File: src/rtl/pgmdio_pkg.sv
package pgmdio_pkg;
    localparam int PAGE_W     = 9;
    localparam int SUB_W      = 3;
    localparam int OFF_W      = 4;
    localparam int ADDR_W     = 2 + OFF_W + SUB_W + PAGE_W;
    localparam int DATA_W     = 32;
    localparam int HALF_W     = DATA_W / 2;
    localparam int MDIO_AW    = 5;
    localparam int FRAME_BITS = 64;
    localparam int TA_BIT     = 46;
    localparam int DATA_BIT   = 48;

    localparam logic [MDIO_AW-1:0] PAGE_PHY = 5'h18;
    localparam logic [MDIO_AW-1:0] WIN_PHY  = 5'h10;

    typedef struct packed {
        logic [PAGE_W-1:0]  page;
        logic [SUB_W-1:0]   sub;
        logic [MDIO_AW-1:0] base;
    } addr_split_t;

    function automatic addr_split_t split_addr(input logic [ADDR_W-1:0] a);
        addr_split_t s;
        s.page = a[ADDR_W-1 -: PAGE_W];
        s.sub  = a[2+OFF_W +: SUB_W];
        s.base = {a[2 +: OFF_W], 1'b0};
        return s;
    endfunction
endpackage

File: src/rtl/pgmdio_frame_eng.sv
module pgmdio_frame_eng
    import pgmdio_pkg::*;
#(
    parameter int MDC_HALF = 20
) (
    input  logic               clk,
    input  logic               rst_n,
    input  logic               start,
    input  logic               rd,
    input  logic [MDIO_AW-1:0] phy,
    input  logic [MDIO_AW-1:0] regad,
    input  logic [HALF_W-1:0]  wdata,
    output logic               ready,
    output logic               done,
    output logic [HALF_W-1:0]  rdata,
    output logic               mdc,
    output logic               mdio_o,
    output logic               mdio_oe,
    input  logic               mdio_i
);
    localparam int CNT_W = (2 * MDC_HALF > 1) ? $clog2(2 * MDC_HALF) : 1;
    localparam int IDX_W = $clog2(FRAME_BITS);
    localparam logic [CNT_W-1:0] HALF_V = CNT_W'(MDC_HALF);
    localparam logic [CNT_W-1:0] LAST_V = CNT_W'(2 * MDC_HALF - 1);
    localparam logic [IDX_W-1:0] IDX_END = IDX_W'(FRAME_BITS - 1);
    localparam logic [IDX_W-1:0] IDX_TA  = IDX_W'(TA_BIT);
    localparam logic [IDX_W-1:0] IDX_DAT = IDX_W'(DATA_BIT);

    typedef struct packed {
        logic                  run;
        logic                  rd;
        logic                  done;
        logic [CNT_W-1:0]      cnt;
        logic [IDX_W-1:0]      idx;
        logic [FRAME_BITS-1:0] word;
        logic [HALF_W-1:0]     rsh;
    } eng_t;

    eng_t q, d;

    always_comb begin
        d      = q;
        d.done = 1'b0;
        if (!q.run) begin
            if (start) begin
                d.run  = 1'b1;
                d.rd   = rd;
                d.cnt  = '0;
                d.idx  = '0;
                d.rsh  = '0;
                d.word = {32'hFFFF_FFFF, 2'b01, (rd ? 2'b10 : 2'b01), phy, regad,
                          2'b10, (rd ? {HALF_W{1'b0}} : wdata)};
            end
        end else begin
            if (q.cnt == HALF_V && q.rd && q.idx >= IDX_DAT) begin
                d.rsh = {q.rsh[HALF_W-2:0], mdio_i};
            end
            if (q.cnt == LAST_V) begin
                d.cnt = '0;
                if (q.idx == IDX_END) begin
                    d.run  = 1'b0;
                    d.done = 1'b1;
                end else begin
                    d.idx  = q.idx + 1'b1;
                    d.word = {q.word[FRAME_BITS-2:0], 1'b1};
                end
            end else begin
                d.cnt = q.cnt + 1'b1;
            end
        end
    end

    always_ff @(posedge clk or negedge rst_n) begin
        if (!rst_n) begin
            q <= '0;
        end else begin
            q <= d;
        end
    end

    assign ready   = !q.run;
    assign done    = q.done;
    assign rdata   = q.rsh;
    assign mdc     = q.run && (q.cnt >= HALF_V);
    assign mdio_o  = q.word[FRAME_BITS-1];
    assign mdio_oe = q.run && !(q.rd && q.idx >= IDX_TA);
endmodule

File: src/rtl/pgmdio_seq.sv
module pgmdio_seq
    import pgmdio_pkg::*;
#(
    parameter int SETTLE_CYC = 150000
) (
    input  logic               clk,
    input  logic               rst_n,
    input  logic               req_valid,
    input  logic               req_write,
    input  logic [ADDR_W-1:0]  req_addr,
    input  logic [DATA_W-1:0]  req_wdata,
    output logic               busy,
    output logic               done,
    output logic [DATA_W-1:0]  rd_data,
    output logic               eng_start,
    output logic               eng_rd,
    output logic [MDIO_AW-1:0] eng_phy,
    output logic [MDIO_AW-1:0] eng_reg,
    output logic [HALF_W-1:0]  eng_wdata,
    input  logic               eng_done,
    input  logic [HALF_W-1:0]  eng_rdata
);
    localparam int SCNT_W = $clog2(SETTLE_CYC + 1);
    localparam logic [SCNT_W-1:0] SETTLE_LAST = SCNT_W'(SETTLE_CYC - 1);

    typedef enum logic [1:0] {S_IDLE, S_ISSUE, S_WAIT, S_SETTLE} st_e;

    typedef struct packed {
        st_e               st;
        logic [1:0]        step;
        logic              wr;
        addr_split_t       ad;
        logic [DATA_W-1:0] wdata;
        logic [HALF_W-1:0] lo;
        logic [DATA_W-1:0] rdata;
        logic [SCNT_W-1:0] scnt;
        logic              busy;
        logic              done;
    } seq_t;

    seq_t q, d;

    // frame parameters chosen by the current step
    always_comb begin
        eng_rd    = 1'b0;
        eng_phy   = WIN_PHY | MDIO_AW'(q.ad.sub);
        eng_reg   = q.ad.base;
        eng_wdata = q.wdata[HALF_W-1:0];
        unique case (q.step)
            2'd0: begin
                eng_phy   = PAGE_PHY;
                eng_reg   = '0;
                eng_wdata = HALF_W'(q.ad.page);
            end
            2'd1: begin
                if (q.wr) begin
                    eng_reg   = q.ad.base | 5'd1;
                    eng_wdata = q.wdata[DATA_W-1:HALF_W];
                end else begin
                    eng_rd = 1'b1;
                end
            end
            default: begin
                if (!q.wr) begin
                    eng_rd  = 1'b1;
                    eng_reg = q.ad.base | 5'd1;
                end
            end
        endcase
    end

    always_comb begin
        d      = q;
        d.done = 1'b0;
        unique case (q.st)
            S_IDLE: begin
                if (req_valid) begin
                    d.st    = S_ISSUE;
                    d.step  = 2'd0;
                    d.wr    = req_write;
                    d.ad    = split_addr(req_addr);
                    d.wdata = req_wdata;
                    d.busy  = 1'b1;
                end
            end
            S_ISSUE: d.st = S_WAIT;
            S_WAIT: begin
                if (eng_done) begin
                    unique case (q.step)
                        2'd0: begin
                            d.st   = S_SETTLE;
                            d.scnt = '0;
                        end
                        2'd1: begin
                            d.lo   = eng_rdata;
                            d.step = 2'd2;
                            d.st   = S_ISSUE;
                        end
                        default: begin
                            d.st   = S_IDLE;
                            d.busy = 1'b0;
                            d.done = 1'b1;
                            if (!q.wr) d.rdata = {eng_rdata, q.lo};
                        end
                    endcase
                end
            end
            default: begin
                if (q.scnt == SETTLE_LAST) begin
                    d.st   = S_ISSUE;
                    d.step = 2'd1;
                end else begin
                    d.scnt = q.scnt + 1'b1;
                end
            end
        endcase
    end

    always_ff @(posedge clk or negedge rst_n) begin
        if (!rst_n) begin
            q <= '0;
        end else begin
            q <= d;
        end
    end

    assign eng_start = (q.st == S_ISSUE);
    assign busy      = q.busy;
    assign done      = q.done;
    assign rd_data   = q.rdata;
endmodule

File: src/rtl/pgmdio_bridge.sv
module pgmdio_bridge
    import pgmdio_pkg::*;
#(
    parameter int MDC_HALF   = 20,
    parameter int SETTLE_CYC = 150000
) (
    input  logic              clk,
    input  logic              rst_n,
    input  logic              req_valid,
    input  logic              req_write,
    input  logic [ADDR_W-1:0] req_addr,
    input  logic [DATA_W-1:0] req_wdata,
    output logic              busy,
    output logic              done,
    output logic [DATA_W-1:0] rd_data,
    output logic              mdc,
    output logic              mdio_o,
    output logic              mdio_oe,
    input  logic              mdio_i
);
    logic               eng_start, eng_rd, eng_done, eng_ready;
    logic [MDIO_AW-1:0] eng_phy, eng_reg;
    logic [HALF_W-1:0]  eng_wdata, eng_rdata;

    pgmdio_seq #(.SETTLE_CYC(SETTLE_CYC)) seq_i (
        .clk       (clk),
        .rst_n     (rst_n),
        .req_valid (req_valid),
        .req_write (req_write),
        .req_addr  (req_addr),
        .req_wdata (req_wdata),
        .busy      (busy),
        .done      (done),
        .rd_data   (rd_data),
        .eng_start (eng_start),
        .eng_rd    (eng_rd),
        .eng_phy   (eng_phy),
        .eng_reg   (eng_reg),
        .eng_wdata (eng_wdata),
        .eng_done  (eng_done),
        .eng_rdata (eng_rdata)
    );

    pgmdio_frame_eng #(.MDC_HALF(MDC_HALF)) eng_i (
        .clk     (clk),
        .rst_n   (rst_n),
        .start   (eng_start && eng_ready),
        .rd      (eng_rd),
        .phy     (eng_phy),
        .regad   (eng_reg),
        .wdata   (eng_wdata),
        .ready   (eng_ready),
        .done    (eng_done),
        .rdata   (eng_rdata),
        .mdc     (mdc),
        .mdio_o  (mdio_o),
        .mdio_oe (mdio_oe),
        .mdio_i  (mdio_i)
    );
endmodule

File: config.mk
export PLATFORM = sky130hd
export DESIGN_NAME = pgmdio_bridge
export DESIGN_NICKNAME = d
export VERILOG_FILES = /design/src/rtl/pgmdio_pkg.sv /design/src/rtl/pgmdio_frame_eng.sv /design/src/rtl/pgmdio_seq.sv /design/src/rtl/pgmdio_bridge.sv
export SDC_FILE = /design/constraint.sdc
export NUM_CORES = 1
export LEC_CHECK = 0
export BUFFER_PORTS_ARGS = -buffer_cell sky130_fd_sc_hd__buf_2
export CAP_MARGIN = 10
export CORE_AREA = 3 3 183 185
export CTS_CLUSTER_SIZE = 25
export DETAILED_ROUTE_END_ITERATION = 8
export DIE_AREA = 0 0 186 188
export HOLD_SLACK_MARGIN = 0.12
export REMOVE_ABC_BUFFERS = 1
export SLEW_MARGIN = 30
export SYNTH_ARGS = -nofsm -noshare
export SYNTH_HDL_FRONTEND = slang
export SYNTH_SLANG_ARGS = --single-unit
File: constraint.sdc
create_clock -name clk -period 2.2 [get_ports clk]
set_input_delay 0.11 -clock clk [delete_from_list [all_inputs] [get_ports clk]]
set_output_delay 0.11 -clock clk [all_outputs]
set_load 0.03 [all_outputs]
==> metrics.md <==
| Metric | Value |
|---|---|
| Power Dens Cells | `840 nW/um2` |
| Site row count | `66` |
| Sw Ratio | `25.4%` |
| Clock power frac | `40.8%` |
| Post-Synthesis Cells | `861` |
| Critical-path cell list | `buf_4 -> o21a_1 -> buf_2` |
| First-pass GRT wire length | `33.4 mm` |
| Tcrit/Tclk final | `89.6%` |
| Layout area overhead | `21.8%` |
| Util after Layout | `36.2%` |
| CTS max path bufs | `3` |
| P_int | `7.31 mW` |
| Total CTS buffers | `25` |
| Highest clock rate | `507 MHz` |
| Inst Count DP | `1300` |
| Met1 GRT Util | `15.8%` |
| Post-route cell area | `11700 um2` |
| CTS Sinks | `216` |
| Pwr Total | `9.79 mW` |
| Netlist cell types | `51` |
| Top cells by area, synth | `dfrtp_1 (56%), mux2_2 (11%), nand2_1 (3.5%)` |
| Syn_area_per_cell | `11.1 um2` |
| CP startpoint kind | `flop` |
| Most common cell after layout, fill and taps aside | `dfrtp_1` |
| CP peak stage delay | `0.52 ns` |
| CP Capture Type | `output pin` |
| Total routed wirelength | `19.3 mm` |
| Post-synth ARST share | `100%` |
| WL per Instance | `13.8 um` |
| Die X-Extent | `186 um` |
| Worst path arrival time | `1.86 ns` |
| Initial Util | `29.7%` |
| Status | `completed` |
| Worst VDD drop | `0.586 mV` |
| GR Util met3 | `1.77%` |
| Largest net degree at the start of global routing | `87` |
| Worst Skew | `0.00927 ns` |
| DRC | `0` |
| Post-placement cell area | `10300 um2` |
| Lkg Pwr | `5.36 nW` |
| # setup viols final | `0` |
| GPL Wtd Cong | `0.763` |
| RSZ-0062 raised after global routing | `false` |
| DR iter-0 viols | `300` |
| Die footprint | `35000 um2` |
| Psw | `2.48 mW` |
| Post-DRT Antenna Nets | `0` |
| Final net count | `1030` |
| Max_slew headroom | `54.4%` |
| Setup CP Type | `flop to output pin` |
| Top Ports | `92` |
| Crit-path slowest cell | `dfrtp_2` |
| Synth warn | `0` |
| Grt ovf | `0` |
| Worst path required time | `2.09 ns` |
| EDFF count, synth | `0` |
| Area of the core | `32200 um2` |
| Top Usage Layer GRT | `met2` |
| Initial antenna violation count | `0` |
| Sequential share of the synthesized area | `56.5%` |
| Final Critical Period | `1.97 ns` |
| IO Port Bufs | `89` |
| Share of layout cells above drive strength 1 | `27.0%` |
| Total number of vias | `6557` |
| Fin. max-slew vios | `0` |
| Clock latency on the worst-skew pair | `0.51 ns` |
| Diodes inserted | `0` |
| Worst-path clk slew | `0.06 ns` |
| Worst slew pin tran | `0.684 ns` |
| Met2 layer usage reported by global route | `18.4%` |
| Ys flop type | `dfrtp_1` |
| CTS tree | `built` |
| Vias in the first global route | `6579` |
| Synth Cell Area | `9570 um2` |
| Die height | `188 um` |
| Root Buffer | `clkbuf_16` |
| Hold Path Class | `primary input to asynchronous set/reset pin` |
| Max-cap violations | `0` |
| H-tree depth | `1` |
| CP Max Fanout | `40` |
| Hold Vio Cnt, Final | `0` |
| Hpwl dp | `12.1 mm` |
| Most frequent cells in the layout | `dfrtp_1 (215), mux2_2 (97), nand2_1 (89)` |
| Combinational share of power | `11.9%` |
| Final Non-Filler Cells | `1398` |
| Total track usage | `11.3%` |
| Vias per cell | `4.69` |
| Yosys top cell by area | `dfrtp_1` |
| Hold Slack | `0.172 ns` |
| R2r setup slk | `0.30 ns` |
| Top-area cell type share of the netlist area | `56.5%` |
| TritonRoute pass-1 iters | `5` |
| Filler cell count | `3187` |
| Flop pwr share | `47.3%` |
| #FFs+latches synth | `216` |
flip-flops by register name, indices dropped and copies added (netlist names):
name and count:
eng_i.done 1, eng_i.q 77, eng_i.rdata 16, seq_i.done 1, seq_i.rd_data 32, seq_i.busy 1
eng_i.mdio_o 1, seq_i.q 87
per-stage QoR:
| step | setup TNS [ns] | worst slack, ns |
|---|---|---|
| after floorplan | -149.58 | -1.33 |
| after global placement | 0 | 0.276 |
| after detailed placement | 0 | 0.252 |
| after CTS | 0 | 0.193 |
| after global routing | 0 | 0.0446 |
| final | 0 | 0.228 |
final timing paths:
| check | start | to | cells past startpoint |
|---|---|---|---|
| setup / recovery | eng_i.q[94] | mdc | 3 |
| min in group clk | req_wdata[23] | seq_i.q[91] | 3 |
| hold / removal | rst_n | seq_i.q[78] | 2 |
| hold reg to reg | eng_i.q[45] | eng_i.q[45] | 2 |
| max in group asynchronous | rst_n | seq_i.rd_data[4] | 3 |
| setup reg to reg | seq_i.q[2] | seq_i.q[18] | 6 |
layout make-up:
| class | count | area [um2] | share of cell area [%] |
|---|---|---|---|
| clock buffer | 35 | 713 | 6.12 |
| clock inverter | 11 | 86.3 | 0.741 |
| inverter | 22 | 82.6 | 0.708 |
| multi-input combinational | 537 | 3600 | 30.9 |
| sequential | 216 | 5410 | 46.4 |
| tap | 408 | 510 | 4.38 |
| timing repair buffer | 169 | 1260 | 10.8 |
what timing repair did:
item / CTS / global route
hold buffers: 52 / 0
endpoints found under the hold margin: 166 / 0
resized for setup: 0 / 1
buffers inserted: 0 / 0
endpoints found under the setup margin: 0 / 2
synthesized netlist by cell type (3+ instances only):
cell type and n:
o21ai_0 42, nor3b_1 14, a22o_1 15, ha_1 4, and2_1 4, o31ai_1 4
a221oi_1 7, o2111ai_1 8, and3_1 8, o22a_1 5, inv_1 22, o21a_1 3
buf_4 40, dfrtp_1 216, xor2_1 3, nand2b_1 12, and4_1 4, a21o_1 4
mux2i_1 8, nor2b_1 6, a21oi_1 45, nand4_1 7, a31oi_1 35, nor2_1 68
mux2_2 97, buf_2 20, nand2_1 89, nor3_1 4, nand3_1 11, clkbuf_1 23
o22ai_1 8
worst max-delay path, delay by kind of cell (launching register included):
kind	cells	cell delay, ns
buffers and inverters	2	0.64
flip-flops	1	0.52
AO/OA/AOI/OAI	1	0.18
kinds of logic after synthesis:
family                     synth area share, %
AOI/OAI and AO/OA                         11.7
xor gates and xnor gates                 0.458
and+or+nand+nor                           12.3
muxes                                     12.4
DFF                                       56.5
buffers and inverters                     6.22
adders and majority gates                0.523
power groups by stage:
stage / Combinational [mW] / Sequential [mW] / Clock (mW)
2_1_floorplan: 0.704 / 4.67 / 0
5_1_grt: 1.34 / 4.69 / 4.30
6_report: 1.17 / 4.64 / 3.99
3_5_place_dp: 1.11 / 4.71 / 0
4_1_cts: 1.18 / 4.64 / 4.14
3_3_place_gp: 1.09 / 4.69 / 0
layer usage:
layer | part of all wire (%) | wire [um]
met1 | 48 | 9220
met2 | 47 | 8990
met3 | 3.3 | 644
met4 | 2.4 | 455
met5 | 0 | 0
Note: power is estimated with default switching activity, not from simulation.
